**src/rtl/dsk_pkg.sv**
```systemverilog
package dsk_pkg;

  // Width of one 8b/10b code-group
  localparam int CG_W = 10;

  // Alignment code-group (K28.3) in its two running-disparity forms
  localparam logic [CG_W-1:0] MARK_RDN = 10'h0F3;
  localparam logic [CG_W-1:0] MARK_RDP = 10'h30C;

  typedef enum logic [1:0] {
    ST_SEARCH = 2'd0,
    ST_PRIME  = 2'd1,
    ST_LOCKED = 2'd2
  } dsk_state_e;

  function automatic logic is_marker(input logic [CG_W-1:0] cg);
    return (cg == MARK_RDN) || (cg == MARK_RDP);
  endfunction

endpackage

```
**src/rtl/dsk_lane_buf.sv**
```systemverilog
// One lane: circular code-group store, marker position capture, aligned read.
module dsk_lane_buf
  import dsk_pkg::*;
#(
  parameter int DEPTH = 8,
  localparam int PTR_W = $clog2(DEPTH)
) (
  input  logic              clk,
  input  logic              rst,
  input  logic [PTR_W-1:0]  wr_ptr,
  input  logic [CG_W-1:0]   din,
  input  logic              search,
  input  logic              clear,
  input  logic              load,
  output logic              seen,
  output logic [CG_W-1:0]   dout
);

  logic [CG_W-1:0]  mem [DEPTH];
  logic [PTR_W-1:0] rd_ptr;
  logic [PTR_W-1:0] mark_ptr;
  logic             seen_q;
  logic             arm;

  function automatic logic [PTR_W-1:0] ptr_inc(input logic [PTR_W-1:0] p);
    return (p == PTR_W'(DEPTH - 1)) ? '0 : p + 1'b1;
  endfunction

  // Write port: every cycle, no reset so block RAM can be inferred
  always_ff @(posedge clk) begin
    mem[wr_ptr] <= din;
  end

  // Registered read port
  always_ff @(posedge clk) begin
    if (rst) begin
      dout <= '0;
    end else begin
      dout <= mem[rd_ptr];
    end
  end

  always_ff @(posedge clk) begin
    if (rst) begin
      rd_ptr <= '0;
    end else if (load) begin
      rd_ptr <= mark_ptr;
    end else begin
      rd_ptr <= ptr_inc(rd_ptr);
    end
  end

  // Record the first marker position seen during a search
  assign arm = search && !seen_q;

  always_ff @(posedge clk) begin
    if (rst || clear) begin
      seen_q   <= 1'b0;
      mark_ptr <= '0;
    end else if (arm && is_marker(din)) begin
      seen_q   <= 1'b1;
      mark_ptr <= wr_ptr;
    end
  end

  assign seen = seen_q;

endmodule

```
**src/rtl/dsk_col_check.sv**
```systemverilog
// Classifies an output column by how many lanes carry a marker.
module dsk_col_check
  import dsk_pkg::*;
#(
  parameter int LANES = 4
) (
  input  logic [LANES*CG_W-1:0] col,
  output logic                  col_full,
  output logic                  col_partial
);

  logic [LANES-1:0] lane_mark;

  for (genvar g = 0; g < LANES; g++) begin : g_mark
    assign lane_mark[g] = is_marker(col[g*CG_W +: CG_W]);
  end

  assign col_full    = &lane_mark;
  assign col_partial = (|lane_mark) && !(&lane_mark);

endmodule

```
**src/rtl/dsk_ctrl.sv**
```systemverilog
// Search / prime / locked sequencing, shared write pointer, skew window.
module dsk_ctrl
  import dsk_pkg::*;
#(
  parameter int LANES = 4,
  parameter int DEPTH = 8,
  localparam int PTR_W    = $clog2(DEPTH),
  localparam int MAX_SKEW = DEPTH - 4,
  localparam int CNT_W    = $clog2(MAX_SKEW + 1)
) (
  input  logic              clk,
  input  logic              rst,
  input  logic [LANES-1:0]  seen,
  input  logic              col_partial,
  output logic [PTR_W-1:0]  wr_ptr,
  output logic              search,
  output logic              clear,
  output logic              load,
  output logic              skew_abort,
  output logic              align_done
);

  dsk_state_e       state_q, state_d;
  logic [CNT_W-1:0] skew_cnt;
  logic             all_seen, any_seen;

  assign all_seen = &seen;
  assign any_seen = |seen;

  always_comb begin
    state_d = state_q;
    load    = 1'b0;
    unique case (state_q)
      ST_SEARCH: begin
        if (all_seen) begin
          state_d = ST_PRIME;
          load    = 1'b1;
        end
      end
      ST_PRIME:  state_d = ST_LOCKED;
      ST_LOCKED: begin
        if (col_partial) state_d = ST_SEARCH;
      end
      default:   state_d = ST_SEARCH;
    endcase
  end

  assign search     = (state_q == ST_SEARCH);
  assign skew_abort = search && any_seen && !all_seen &&
                      (skew_cnt == CNT_W'(MAX_SKEW));
  assign clear      = !search || skew_abort;

  always_ff @(posedge clk) begin
    if (rst) begin
      state_q    <= ST_SEARCH;
      align_done <= 1'b0;
      wr_ptr     <= '0;
      skew_cnt   <= '0;
    end else begin
      state_q    <= state_d;
      align_done <= (state_d == ST_LOCKED);
      wr_ptr     <= (wr_ptr == PTR_W'(DEPTH - 1)) ? '0 : wr_ptr + 1'b1;
      if (!search || !any_seen || skew_abort) begin
        skew_cnt <= '0;
      end else if (!all_seen) begin
        skew_cnt <= skew_cnt + 1'b1;
      end
    end
  end

endmodule

```
**src/rtl/four_lane_deskew.sv**
```systemverilog
module four_lane_deskew
  import dsk_pkg::*;
#(
  parameter int LANES = 4,
  parameter int DEPTH = 8,
  localparam int PTR_W = $clog2(DEPTH),
  localparam int W     = LANES * CG_W
) (
  input  logic         clk,
  input  logic         rst,
  input  logic [W-1:0] lanes_i,
  output logic [W-1:0] aligned_o,
  output logic         align_done
);

  logic [PTR_W-1:0] wr_ptr;
  logic [LANES-1:0] lane_seen;
  logic             search, clear, load, skew_abort;
  logic             col_full, col_partial;

  for (genvar g = 0; g < LANES; g++) begin : g_lane
    dsk_lane_buf #(.DEPTH(DEPTH)) lane_i (
      .clk    (clk),
      .rst    (rst),
      .wr_ptr (wr_ptr),
      .din    (lanes_i[g*CG_W +: CG_W]),
      .search (search),
      .clear  (clear),
      .load   (load),
      .seen   (lane_seen[g]),
      .dout   (aligned_o[g*CG_W +: CG_W])
    );
  end

  dsk_col_check #(.LANES(LANES)) col_i (
    .col         (aligned_o),
    .col_full    (col_full),
    .col_partial (col_partial)
  );

  dsk_ctrl #(.LANES(LANES), .DEPTH(DEPTH)) ctrl_i (
    .clk         (clk),
    .rst         (rst),
    .seen        (lane_seen),
    .col_partial (col_partial),
    .wr_ptr      (wr_ptr),
    .search      (search),
    .clear       (clear),
    .load        (load),
    .skew_abort  (skew_abort),
    .align_done  (align_done)
  );

endmodule

```
**config.mk**
```make
export PLATFORM = sky130hd
export DESIGN_NAME = four_lane_deskew
export DESIGN_NICKNAME = d
export VERILOG_FILES = /design/src/rtl/dsk_pkg.sv /design/src/rtl/dsk_lane_buf.sv /design/src/rtl/dsk_col_check.sv /design/src/rtl/dsk_ctrl.sv /design/src/rtl/four_lane_deskew.sv
export SDC_FILE = /design/constraint.sdc
export NUM_CORES = 1
export LEC_CHECK = 0
export CORE_ASPECT_RATIO = 1.25
export CORE_MARGIN = 5
export CORE_UTILIZATION = 59
export DETAILED_ROUTE_END_ITERATION = 16
export PLACE_DENSITY = 0.86
export SYNTH_ARGS = -nofsm -noshare
export SYNTH_HDL_FRONTEND = slang
export SYNTH_SLANG_ARGS = --single-unit
```
**constraint.sdc**
```tcl
create_clock -name clk -period 4.4 [get_ports clk]
set_input_delay 0.66 -clock clk [delete_from_list [all_inputs] [get_ports clk]]
set_output_delay 0.66 -clock clk [all_outputs]
set_load 0.05 [all_outputs]
```
==> results.json <==
{
  "totalWireLength_um": 30200,
  "worstHoldPathType": "register to register",
  "synthMuxAreaShare_pct": 15.5,
  "fin_cells": 1245,
  "yosysUniqueCellTypes": 37,
  "critical_path.cell_chain": "clkdlybuf4s50_1",
  "cp_top_family": "buffers and inverters",
  "dpl.cell_count": 1181,
  "htreeDepth": 2,
  "area_growth_pct": 15.6,
  "synth_xor_area_share_pct": 0.117,
  "synth_fp_nets": 832,
  "synthSimpleGateAreaFrac_pct": 5.95,
  "drv_cap": 0,
  "yosys.area_share.adder_pct": 1.01,
  "worstSkewPairLatency_ns": 0.51,
  "io_buffer_count": 82,
  "cp_max_fo": 3,
  "worstPathRequired_ns": 3.74,
  "syn_area_um2": 14900,
  "start_util_pct": 59.4,
  "grt_pass1_vias": 8061,
  "wire_per_inst_um": 24.2,
  "dp_slack_ns": 1.57,
  "drive_gt1_share_pct": 19.6,
  "crit_type": "register to output port",
  "grt_pass1_wl_um": 47000,
  "clock_path_buffers": 3,
  "cpPeakStageDelay_ns": 0.84,
  "syn_avg_cell_area_um2": 19.2,
  "max_freq_ghz": 0.412,
  "cts.sinks": 397,
  "p_int_mw": 6.26,
  "grt.total_usage_pct": 21.4,
  "drtIter0Drc": 588,
  "totalPowerFinal_mw": 8.13,
  "cts_resized": 0,
  "gr-total-overflow": 0,
  "clockRootBuffer": "clkbuf_16",
  "slew_viol_final": 0,
  "cts_setup_buffers": 0,
  "core_region_area_um2": 25100,
  "antenna_cells": 0,
  "layout_setup_ws_ns": 1.97,
  "status": "finished, final reports clean",
  "drc": 0,
  "setup_violations": 0,
  "antenna_left": 0,
  "synth_top_family_by_area": "multiplexers",
  "via_count": 7648,
  "tightest_slew_ns": 1.06,
  "combPwrFrac_pct": 10.1,
  "finish.net_count": 938,
  "cp_slowest_cell": "clkdlybuf4s50_1",
  "ys_seq_area_share_pct": 74.6,
  "vias_per_cell": 6.14,
  "leakagePower_nw": 5.53,
  "antenna_found_initial": 1,
  "cts_buffers": 36,
  "seq_area_um2": 11200,
  "synth_seq_cells": 397,
  "dpl.hpwl_um": 18100,
  "cts.hold.buffers_added": 0,
  "fin_crit_ns": 2.43,
  "die_h_um": 188,
  "grt_start_max_net_pins": 33,
  "clk_pin_slew_worst_paths_ns": 0.07,
  "multiInputGateArea_um2": 3650,
  "die_area_um2": 28600,
  "gp_congestion": 0.747,
  "cp-end-kind": "output port",
  "drtPass1Iterations": 5,
  "fin_crit_sh_pct": 55.1,
  "clkPwrFrac_pct": 35.7,
  "switching_share_pct": 23.0,
  "synthCells": 778,
  "final_hold_viol_count": 0,
  "cp.arrival_ns": 1.77,
  "cp.buffers_inverters": 1,
  "finalSetupTns_ns": 0,
  "yosysWarnings": 0,
  "cts_tree": "built",
  "rows": 65,
  "power.switching_mw": 1.87,
  "die_w_um": 152,
  "ir_drop_mv": 0.216,
  "rsz0062_at_grt": "false",
  "slew_headroom_pct": 29.3,
  "pwr_density_cell_nw_per_um2": 471,
  "synth_compound_area_share_pct": 1.61,
  "num_io_pins": 83,
  "pwr-share-seq_pct": 54.3,
  "fill_cells": 1507,
  "worstSetupStartpointType": "register",
  "skew_ns": 0.0202
}
==> power groups by stage <==
stage / sequential [mW] / combinational (mW) / clock, mW
final: 4.41 / 0.818 / 2.90
after CTS: 4.42 / 0.827 / 2.94
after global placement: 4.48 / 0.802 / 0
after floorplan: 4.58 / 0.397 / 0
after detailed placement: 4.49 / 0.819 / 0
after global routing: 4.43 / 0.871 / 3.12
==> synth_stat cells (all sizes together) <==
master  count  area [um^2]
a211oi      4         80.1
a21oi      17         85.1
a32o        2         20.0
and3        1         6.26
and3b       2         17.5
buf        19          109
clkbuf     14         52.6
dfxtp      77         1540
edfxtp    320         9610
ha         12          150
inv         2         7.51
mux2i      52          521
mux4       80         1800
nand2      24         90.1
nand3       3         20.0
nand4      23          150
nor2       80          340
nor3       18         90.1
nor3b       5         37.5
nor4        8         65.1
nor4bb      5         50.1
o21ai       2         21.3
o41ai       3         33.8
or2         2         15.0
or4         1         7.51
xnor2       1         8.76
xor2        1         8.76
==> cell type report <==
class,count,area share (%)
clock buffer,52,5.80
clock inverter,12,0.500
inverter,2,0.0435
multi-input combinational,346,21.1
sequential,397,64.5
tap,335,2.43
timing repair buffer,101,5.55
==> sequential cells by signal (all words and copies together) (netlist names) <==
register	cells
g_lane.lane_i.mem	320
ctrl_i.skew_cnt	3
g_lane.lane_i.rd_ptr	12
ctrl_i.wr_ptr	3
g_lane.lane_i.seen	4
ctrl_i.state_q	2
ctrl_i.align_done	1
g_lane.lane_i.mark_ptr	12
g_lane.lane_i.dout	40
==> stage by stage <==
step	instance area [um^2]	hold WS, ns	util (%)
after floorplan	14900	0.431	-
after global placement	16200	0.444	64.4
after detailed placement	16200	0.448	64.4
after CTS	17300	0.457	68.7
after global routing	17300	0.473	68.7
final	17300	0.461	68.7
==> layout by cell type (no fill, tap or decap), types with 3 or more instances in the layout <==
cell type        instances
nand2_1                 24
nor4_1                   7
a21oi_1                 17
nor4bb_1                 5
clkinv_2                 3
clkbuf_1                13
clkdlybuf4s50_1         81
dfxtp_1                 77
nor3b_2                  3
clkinv_1                 5
clkbuf_16               37
nor2_1                  65
ha_1                    12
nor2_2                  13
edfxtp_1               320
nand4_1                 22
buf_4                   19
nor3_1                  17
clkinvlp_4               3
mux2i_1                 52
a211oi_4                 4
mux4_2                  80
==> worst reg2reg max path, cell delays in order (launching register included) <==
cell and delay, ns:
dfxtp_1 0.71, nand2_1 0.19, nor2_4 0.68, buf_4 0.48
==> final timing paths <==
check                                             endpoint  cells past startpoint  slack [ns]                          from
worst max-delay path                         aligned_o[30]                      1        1.97      g_lane[3].lane_i.dout[0]
worst min-delay path            g_lane[0].lane_i.rd_ptr[1]                      2        0.46  g_lane[0].lane_i.mark_ptr[1]
worst max register to register  g_lane[0].lane_i.mem[5][2]                      3        2.00              ctrl_i.wr_ptr[0]
worst min register to register  g_lane[0].lane_i.rd_ptr[1]                      2        0.46  g_lane[0].lane_i.mark_ptr[1]
==> cell families (layout without fill, tap and decap cells) <==
group	count (synthesis)	after routing
flip-flops	397	397
AND/OR/NAND/NOR	172	172
multiplexers	132	132
buffers and inverters	35	167
AO/OA/AOI/OAI	28	28
adder cells (fa/ha/maj)	12	12
XOR/XNOR	2	2
==> metal layers <==
| metal | global-route usage (%) | wire, um |
|---|---|---|
| met2 | 38.4 | 16300 |
| met5 | 0 | 13 |
| met3 | 3.37 | 1660 |
| met1 | 26.6 | 11300 |
| met4 | 7.19 | 945 |
No activity file was read; power rests on OpenSTA's default activity.
